===== config.mk =====
export PLATFORM = sky130hd
export DESIGN_NAME = tri_lane_deser
export DESIGN_NICKNAME = d
export VERILOG_FILES = /design/src/rtl/tri_lane_deser_pkg.sv /design/src/rtl/tri_lane_frame_trk.sv /design/src/rtl/tri_lane_capture.sv /design/src/rtl/tri_lane_out_stage.sv /design/src/rtl/tri_lane_deser.sv
export SDC_FILE = /design/constraint.sdc
export NUM_CORES = 1
export LEC_CHECK = 0
export ABC_AREA = 0
export BUFFER_PORTS_ARGS = -buffer_cell sky130_fd_sc_hd__buf_2
export CAP_MARGIN = 10
export CELL_PAD_IN_SITES_DETAIL_PLACEMENT = 1
export CELL_PAD_IN_SITES_GLOBAL_PLACEMENT = 1
export CORE_MARGIN = 2
export CORE_UTILIZATION = 35
export DETAILED_ROUTE_END_ITERATION = 16
export HOLD_SLACK_MARGIN = 0.08
export PLACE_DENSITY_LB_ADDON = 0.1
export SETUP_SLACK_MARGIN = 0.1
export SYNTH_ARGS = -nofsm -noshare
export SYNTH_HDL_FRONTEND = slang
export SYNTH_SLANG_ARGS = --single-unit

===== constraint.sdc =====
create_clock -name clk_i -period 3 [get_ports clk_i]
set_input_delay 0.3 -clock clk_i [delete_from_list [all_inputs] [get_ports clk_i]]
set_output_delay 0.3 -clock clk_i [all_outputs]
set_load 0.01 [all_outputs]

===== src/rtl/tri_lane_deser_pkg.sv =====
package tri_lane_deser_pkg;
  localparam int unsigned DEF_LANES    = 3;
  localparam int unsigned DEF_SLOTS    = 7;
  localparam int unsigned DEF_LOSS_CYC = 16;
endpackage


===== src/rtl/tri_lane_frame_trk.sv =====
module tri_lane_frame_trk #(
  parameter int unsigned SLOTS    = 7,
  parameter int unsigned LOSS_CYC = 16,
  localparam int unsigned SW      = $clog2(SLOTS + 1),
  localparam int unsigned GW      = $clog2(LOSS_CYC + 1)
) (
  input  logic          clk_i,
  input  logic          rst_ni,
  input  logic          pd_ni,
  input  logic          frame_clk_i,
  output logic          rise_o,
  output logic          wr_en_o,
  output logic [SW-1:0] idx_o,
  output logic          complete_o,
  output logic          lost_o,
  output logic          fclk_q_o
);
  localparam logic [SW-1:0] SLOT_END = SW'(SLOTS);
  localparam logic [GW-1:0] GAP_END  = GW'(LOSS_CYC);

  logic          fclk_q, seen_q;
  logic [SW-1:0] slot_q;
  logic [GW-1:0] gap_q;

  assign rise_o     = frame_clk_i & ~fclk_q;
  assign lost_o     = (gap_q == GAP_END);
  assign idx_o      = rise_o ? '0 : slot_q;
  assign wr_en_o    = pd_ni & (rise_o | (seen_q & (slot_q != SLOT_END)));
  assign complete_o = seen_q & (slot_q == SLOT_END);
  assign fclk_q_o   = fclk_q;

  always_ff @(posedge clk_i or negedge rst_ni) begin
    if (!rst_ni) begin
      fclk_q <= 1'b0;
      seen_q <= 1'b0;
      slot_q <= '0;
      gap_q  <= '0;
    end else begin
      fclk_q <= frame_clk_i;
      if (!pd_ni) begin
        seen_q <= 1'b0;
        slot_q <= '0;
        gap_q  <= '0;
      end else if (rise_o) begin
        seen_q <= 1'b1;
        slot_q <= SW'(1);
        gap_q  <= '0;
      end else begin
        if (slot_q != SLOT_END) slot_q <= slot_q + 1'b1;
        if (lost_o) seen_q <= 1'b0;
        else        gap_q  <= gap_q + 1'b1;
      end
    end
  end
endmodule


===== src/rtl/tri_lane_capture.sv =====
module tri_lane_capture #(
  parameter int unsigned SLOTS = 7,
  localparam int unsigned SW   = $clog2(SLOTS + 1)
) (
  input  logic             clk_i,
  input  logic             rst_ni,
  input  logic             pd_ni,
  input  logic             bit_i,
  input  logic             wr_en_i,
  input  logic [SW-1:0]    idx_i,
  output logic [SLOTS-1:0] bits_o
);
  logic [SLOTS-1:0] bits_q;
  assign bits_o = bits_q;

  always_ff @(posedge clk_i or negedge rst_ni) begin
    if (!rst_ni)      bits_q <= '0;
    else if (!pd_ni)  bits_q <= '0;
    else if (wr_en_i) bits_q[idx_i] <= bit_i;
  end
endmodule


===== src/rtl/tri_lane_out_stage.sv =====
module tri_lane_out_stage #(
  parameter int unsigned WORD_W = 21
) (
  input  logic              clk_i,
  input  logic              rst_ni,
  input  logic              pd_ni,
  input  logic              rise_i,
  input  logic              complete_i,
  input  logic              lost_i,
  input  logic              fclk_i,
  input  logic [WORD_W-1:0] word_i,
  output logic [WORD_W-1:0] data_o,
  output logic              strobe_o
);
  logic [WORD_W-1:0] stage_q, data_q;
  logic              sv_q, strobe_q;

  always_ff @(posedge clk_i or negedge rst_ni) begin
    if (!rst_ni) begin
      stage_q  <= '0;
      data_q   <= '0;
      sv_q     <= 1'b0;
      strobe_q <= 1'b0;
    end else begin
      strobe_q <= fclk_i;
      if (!pd_ni) begin
        stage_q <= '0;
        data_q  <= '0;
        sv_q    <= 1'b0;
      end else if (rise_i) begin
        if (complete_i) stage_q <= word_i;
        sv_q <= complete_i;
        if (sv_q) data_q <= stage_q;
      end else if (lost_i) begin
        sv_q <= 1'b0;
      end
    end
  end

  // power-down gates outputs immediately
  assign data_o   = pd_ni ? data_q : '0;
  assign strobe_o = pd_ni & ~lost_i & strobe_q;
endmodule


===== src/rtl/tri_lane_deser.sv =====
module tri_lane_deser
  import tri_lane_deser_pkg::*;
#(
  parameter int unsigned LANES    = DEF_LANES,
  parameter int unsigned SLOTS    = DEF_SLOTS,
  parameter int unsigned LOSS_CYC = DEF_LOSS_CYC,
  localparam int unsigned WORD_W  = LANES * SLOTS,
  localparam int unsigned SW      = $clog2(SLOTS + 1)
) (
  input  logic              clk_i,
  input  logic              rst_ni,
  input  logic              pwr_dn_ni,
  input  logic              frame_clk_i,
  input  logic [LANES-1:0]  lane_i,
  output logic [WORD_W-1:0] data_o,
  output logic              strobe_o
);
  logic          rise, wr_en, complete, lost, fclk_q;
  logic [SW-1:0] idx;
  logic [WORD_W-1:0] word;

  tri_lane_frame_trk #(.SLOTS(SLOTS), .LOSS_CYC(LOSS_CYC)) trk_i (
    .clk_i      (clk_i),
    .rst_ni     (rst_ni),
    .pd_ni      (pwr_dn_ni),
    .frame_clk_i(frame_clk_i),
    .rise_o     (rise),
    .wr_en_o    (wr_en),
    .idx_o      (idx),
    .complete_o (complete),
    .lost_o     (lost),
    .fclk_q_o   (fclk_q)
  );

  for (genvar k = 0; k < LANES; k++) begin : g_lane
    tri_lane_capture #(.SLOTS(SLOTS)) cap_i (
      .clk_i  (clk_i),
      .rst_ni (rst_ni),
      .pd_ni  (pwr_dn_ni),
      .bit_i  (lane_i[k]),
      .wr_en_i(wr_en),
      .idx_i  (idx),
      .bits_o (word[k*SLOTS +: SLOTS])
    );
  end

  tri_lane_out_stage #(.WORD_W(WORD_W)) out_i (
    .clk_i     (clk_i),
    .rst_ni    (rst_ni),
    .pd_ni     (pwr_dn_ni),
    .rise_i    (rise),
    .complete_i(complete),
    .lost_i    (lost),
    .fclk_i    (fclk_q),
    .word_i    (word),
    .data_o    (data_o),
    .strobe_o  (strobe_o)
  );
endmodule


==> results of run 1 <==
## worst register-to-register path: stages (launching register included)
cell and delay [ns]:
dfrtp_1 0.52, ha_1 0.26, ha_1 0.28, nand2b_4 0.30, a2111o_1 0.51, o221ai_1 0.19
## synth_stat cells, types with 2 or more instances
library cell / instances
a21oi_1: 25
a22o_1: 21
and2_1: 21
and3_1: 6
buf_1: 2
buf_2: 7
buf_4: 3
clkbuf_1: 13
dfrtp_1: 75
ha_1: 4
inv_1: 3
mux2i_1: 2
nand2_1: 68
nand3_1: 2
nand4_1: 18
nor2_1: 8
nor2b_1: 2
nor3_1: 4
o2111ai_1: 8
o221ai_1: 18
o31ai_1: 3
xor2_1: 3
## per-layer routing
metal,wire length (µm),global-route usage (%),vias up
met5,0,0,-
met4,80,5.466,0
met3,301,3.254,8
met2,4135,29.11,41
met1,4217,24.98,1302
li1,-,-,1246
## through the flow
step	total power [mW]	worst slack (ns)	std cells	utilization, %
final	2.135	0.8522	491	40.38
after global routing	2.228	0.6872	491	40.38
after CTS	2.173	0.8593	491	40.38
after detailed placement	1.220	0.8863	475	37.95
after global placement	1.216	0.9384	475	37.95
after floorplan	1.154	1.253	332	-
## power breakdown
| part | internal (mW) | switching [mW] |
|---|---|---|
| sequential | 1.03 | 0.0273 |
| clock | 0.556 | 0.383 |
| combinational | 0.0363 | 0.101 |
| total | 1.62 | 0.511 |
## layout make-up
type / instances / area share, %
Sequential cell: 75 / 48.22
Multi-Input combinational cell: 227 / 35.90
Timing Repair Buffer: 36 / 5.207
Tap cell: 133 / 4.275
Clock buffer: 12 / 3.472
Clock inverter: 4 / 2.539
Inverter: 4 / 0.3857
## worst min path at each step
stage | depth (start not counted) | end
after floorplan | 0 | g_lane[0].cap_i.bits_o[0]
after global placement | 0 | out_i.strobe_q
after detailed placement | 0 | out_i.strobe_q
after CTS | 1 | trk_i.fclk_q_o
after global routing | 1 | trk_i.fclk_q_o
final | 1 | out_i.data_q[15]
## state kept, by name (all words and copies together), names as in the netlist
name,count
out_i.data_q,21
out_i.strobe_q,1
trk_i.seen_q,1
trk_i.fclk_q_o,1
g_lane.cap_i.bits_o,21
trk_i.slot_q,3
trk_i.gap_q,5
out_i.sv_q,1
out_i.stage_q,21
## logic make-up after synthesis
kind of cell / count (synthesis)
AOI/OAI and AO/OA: 78
xor gates and xnor gates: 4
adders and majority gates: 4
buffers and inverters: 30
DFF: 75
muxes: 2
and+or+nand+nor: 139
==> results.sh, run 1 <==
export IMPL_io_pins=29
export IMPL_grt_overflow_total=0
export IMPL_dp_hpwl_um=5551
export IMPL_worstSetupPathDepth=5
export IMPL_fin_nets=364
export IMPL_synth_distinct_cells=38
export IMPL_drtPass1Iterations=4
export IMPL_r2r_start="trk_i.slot_q[1]"
export IMPL_worstPathArrival_ns=2.39
export IMPL_die_h_um=102.8
export IMPL_ctsResizeCount=0
export IMPL_start_kind="flip-flop"
export IMPL_drive_above_1_share_pct=14.80
export IMPL_rsz0062_at_grt="no"
export IMPL_regArea_mm2=0.001877
export IMPL_synth_top_area_cell="dfrtp_1"
export IMPL_placed_cell_area_mm2=0.003659
export IMPL_drv_slew=0
export IMPL_grt_pass1_wl_um=14440
export IMPL_syn_nets=343
export IMPL_multiInputGateArea_mm2=0.001398
export IMPL_wl_um=8734
export IMPL_synth_seq_area_share_pct=54.97
export IMPL_fmax_mhz=465.6
export IMPL_finalCriticalPeriod_ns=2.148
export IMPL_cp_required_ns=3.25
export IMPL_final_common_cell="dfrtp_1"
export IMPL_ys_warn_count=0
export IMPL_finClkSkew_ns=0.01064
export IMPL_cts_made_buffers=9
export IMPL_max_stage_delay_ns=0.52
export IMPL_antenna_cells=0
export IMPL_synth_top_area_share_pct=54.97
export IMPL_synth_mux_area_share_pct=0.5863
export IMPL_slowest_stage="dfrtp_1"
export IMPL_leakage_nw=1.765
export IMPL_endpoint_kind="flip-flop"
export IMPL_synth_top_family_by_area="simple AND/OR/NAND/NOR gates"
export IMPL_start_util_pct=35.42
export IMPL_min_path_type="in2async"
export IMPL_synthXorXnorAreaFrac_pct=1.026
export IMPL_drtIter0Drc=105
export IMPL_path_buf_inv=0
export IMPL_grt_pass1_vias=2623
export IMPL_synthSimpleGateAreaFrac_pct=20.67
export IMPL_path_class="reg2reg"
export IMPL_crit_end="g_lane[0].cap_i.bits_o[5]"
export IMPL_syn_instance_count=332
export IMPL_drc_errors=0
export IMPL_synth_edff_count=0
export IMPL_synth_flop_cell="dfrtp_1"
export IMPL_ys_top_cells_by_area="dfrtp_1, nand2_1, a22o_1, o221ai_1, and2_1"
export IMPL_cp_cell_sequence="ha_1 -> ha_1 -> nand2b_4 -> a2111o_1 -> o221ai_1"
export IMPL_place_gp_congestion=0.7393
export IMPL_cts_sinks=75
export IMPL_critPathMostFrequentCell="ha_1"
export IMPL_ys_seq_elements=75
export IMPL_period_share_pct=71.59
export IMPL_finish_instance_area_mm2=0.003892
export IMPL_status="completed"
export IMPL_vdd_drop_max_v=0.0001994
export IMPL_setup_worst_path_start="trk_i.slot_q[1]"
export IMPL_hold_viol=0
export IMPL_cts_hold_buffers=0
export IMPL_worst_slew_pin_slew_ns=0.9805
export IMPL_r2r_setup_slack_ns=0.85
export IMPL_clkTransAtPathRegs_ns=0.08
export IMPL_postCtsSetupBuffers=0
export IMPL_most_common_layout_cells="dfrtp_1, nand2_1, buf_2, a21oi_1"
export IMPL_power_density_mw_per_mm2=548.6
export IMPL_cts_buffer_depth=2
export IMPL_synthAdderAreaFrac_pct=1.466
export IMPL_maxCapViolCount=0
export IMPL_synth_area_mm2=0.003415
export IMPL_fill_cells=1125
export IMPL_relSlewSlack_pct=34.64
export IMPL_reg2reg_to="g_lane[0].cap_i.bits_o[5]"
export IMPL_grtUsageTotal_pct=18.05
export IMPL_syn_area_per_cell_um2=10.28
export IMPL_tritoncts="yes"
export IMPL_reg2regPathDepth=5
export IMPL_antenna_found_initial=0
export IMPL_setup_viol=0
export IMPL_crit_family="compound AO/OA/AOI/OAI gates"
export IMPL_dieArea_mm2=0.01056
export IMPL_area_growth_pct=14.00
export IMPL_cts_root_buf="clkbuf_8"
export IMPL_ant_nets=0
export IMPL_h_tree_depth=3
export IMPL_synth_compound_area_share_pct=17.19
export IMPL_numPortBuffers=28
export IMPL_avgViaCountPerCell=5.289
export IMPL_grt_max_degree=76
export IMPL_num_vias=2597
export IMPL_synthArstFlopShare_pct=100.0
export IMPL_clk_latency_ns=0.35
export IMPL_wl_per_cell_um=17.79
export IMPL_core_area_mm2=0.009639
export IMPL_fp_dieW_um=102.8
export IMPL_worstPathMaxFanout=22
export IMPL_rows=36
export IMPL_tns_ns=0
export IMPL_whs_ns=0.08978
Note: power is estimated with default switching activity, not from simulation.
==> inputs of run 2 (changes only) <==
==> constraint.sdc (replaced) <==
create_clock -name clk_i -period 2.1 [get_ports clk_i]
set_input_delay 0.21 -clock clk_i [delete_from_list [all_inputs] [get_ports clk_i]]
set_output_delay 0.21 -clock clk_i [all_outputs]
set_load 0.01 [all_outputs]
==> run 2 against run 1 <==
Effect of this change: setup slack worse by 0.63 ns; clock skew about the same; combinational power up 65%; count of clock-buffer cells in the layout down 3; critical path type unchanged; largest cell class unchanged; largest power group unchanged.
==> results.sh, run 2 (synthesis gave the netlist of run 1 again) <==
export IMPL_clk_latency_ns=0.36
export IMPL_antenna_found_initial=0
export IMPL_cts_made_buffers=9
export IMPL_postLayoutCoreUtil_pct=41.76
export IMPL_maxCapViolCount=0
export IMPL_cp_required_ns=2.33
export IMPL_fmax_mhz=532.0
export IMPL_worst_slew_pin_slew_ns=0.5861
export IMPL_drc_errors=0
export IMPL_finish_instance_area_mm2=0.004025
export IMPL_leakage_nw=1.817
export IMPL_drtIter0Drc=174
export IMPL_num_vias=2696
export IMPL_drtPass1Iterations=4
export IMPL_die_h_um=102.8
export IMPL_start_util_pct=35.42
export IMPL_clkTransAtPathRegs_ns=0.09
export IMPL_worstPathMaxFanout=7
export IMPL_ant_nets=0
export IMPL_grt_max_degree=68
export IMPL_min_path_type="in2reg"
export IMPL_grt_overflow_total=0
export IMPL_tns_ns=0
export IMPL_vdd_drop_max_v=0.0003839
export IMPL_endpoint_kind="flip-flop"
export IMPL_path_buf_inv=0
export IMPL_most_common_layout_cells="dfrtp_1, nand2_1, buf_2, a21oi_1"
export IMPL_h_tree_depth=3
export IMPL_cts_sinks=75
export IMPL_status="completed"
export IMPL_rows=36
export IMPL_finalCriticalPeriod_ns=1.880
export IMPL_grt_pass1_vias=2663
export IMPL_fp_dieW_um=102.8
export IMPL_max_stage_delay_ns=0.46
export IMPL_wl_um=8899
export IMPL_finClkSkew_ns=0.01065
export IMPL_r2r_setup_slack_ns=0.22
export IMPL_cts_buffer_depth=2
export IMPL_wl_per_cell_um=17.87
export IMPL_setup_viol=0
export IMPL_start_kind="flip-flop"
export IMPL_grt_pass1_wl_um=14830
export IMPL_io_pins=29
export IMPL_hold_viol=0
export IMPL_cts_root_buf="clkbuf_8"
export IMPL_fin_nets=372
export IMPL_crit_family="compound AO/OA/AOI/OAI gates"
export IMPL_relSlewSlack_pct=60.92
export IMPL_antenna_cells=0
export IMPL_drive_above_1_share_pct=17.53
export IMPL_power_density_mw_per_mm2=773.0
export IMPL_core_area_mm2=0.009639
export IMPL_worstPathArrival_ns=2.11
export IMPL_slowest_stage="dfrtp_1"
export IMPL_dieArea_mm2=0.01056
export IMPL_numPortBuffers=28
export IMPL_avgViaCountPerCell=5.414
export IMPL_grtUsageTotal_pct=18.69
export IMPL_drv_slew=0
export IMPL_rsz0062_at_grt="yes"
export IMPL_path_class="reg2reg"
export IMPL_period_share_pct=89.50
export IMPL_tritoncts="yes"
export IMPL_place_gp_congestion=0.7733
export IMPL_area_growth_pct=17.88
export IMPL_final_common_cell="dfrtp_1"
export IMPL_placed_cell_area_mm2=0.003741
export IMPL_postCtsSetupBuffers=0
export IMPL_cp_cell_sequence="ha_1 -> ha_2 -> and2b_1 -> o2111ai_1 -> o221ai_1"
export IMPL_dp_hpwl_um=5752
==> run 2: final cells by class <==
class                      instances  area (µm²)
clock inverter                     6       115.1
clock buffer                       9       123.9
fill                            1115        5614
multi-input combinational        227        1423
inverter                           4       15.01
sequential                        75        1877
tap                              133       166.4
timing repair buffer              44       305.3
==> run 2: final timing paths <==
check	endpoint	from	cells after the start
worst max-delay path	g_lane[0].cap_i.bits_o[1]	trk_i.slot_q[0]	5
worst max register to register	g_lane[0].cap_i.bits_o[1]	trk_i.slot_q[0]	5
worst min register to register	out_i.strobe_q	trk_i.fclk_q_o	0
min in group asynchronous	out_i.data_q[15]	rst_ni	2
worst min-delay path	g_lane[2].cap_i.bits_o[0]	lane_i[2]	3
max in group asynchronous	trk_i.gap_q[1]	rst_ni	3
==> run 2: power breakdown <==
part,internal (mW),switching [mW]
Clock,0.787,0.592
Combinational,0.0697,0.156
Sequential,1.47,0.0331
Total,2.33,0.781
==> run 2: metrics by stage <==
stage          std cells  total power, mW  setup slack, ns  hold WS [ns]
2_1_floorplan        332            1.648           0.3527      -0.08559
3_5_place_dp         481            1.759           0.1780        0.2536
4_1_cts              498            3.146           0.1431        0.3481
6_report             498            3.111           0.2205        0.3453
5_1_grt              498            3.227          0.09592        0.3739
3_3_place_gp         481            1.756           0.2392        0.2570
==> run 2: routing by layer <==
metal  part of all wire (%)  up-vias  GRT usage (%)
li1                       -     1260              -
met3                    2.2       11          2.441
met4                    1.6        0          6.984
met1                     49     1393          27.00
met5                      0        -              0
met2                     47       32          28.86
==> run 2: what timing repair did <==
action	CTS	global route
hold buffers	2	0
resized for setup	0	3
setup endpoints to repair	0	19
endpoints found under the hold margin	42	0
==> run 2: worst min-delay path, delay by kind of cell <==
kind / cells / cell delay, ns
AND/OR/NAND/NOR: 1 / 0.26
buffers and inverters: 1 / 0.10
AO/OA/AOI/OAI: 1 / 0.10
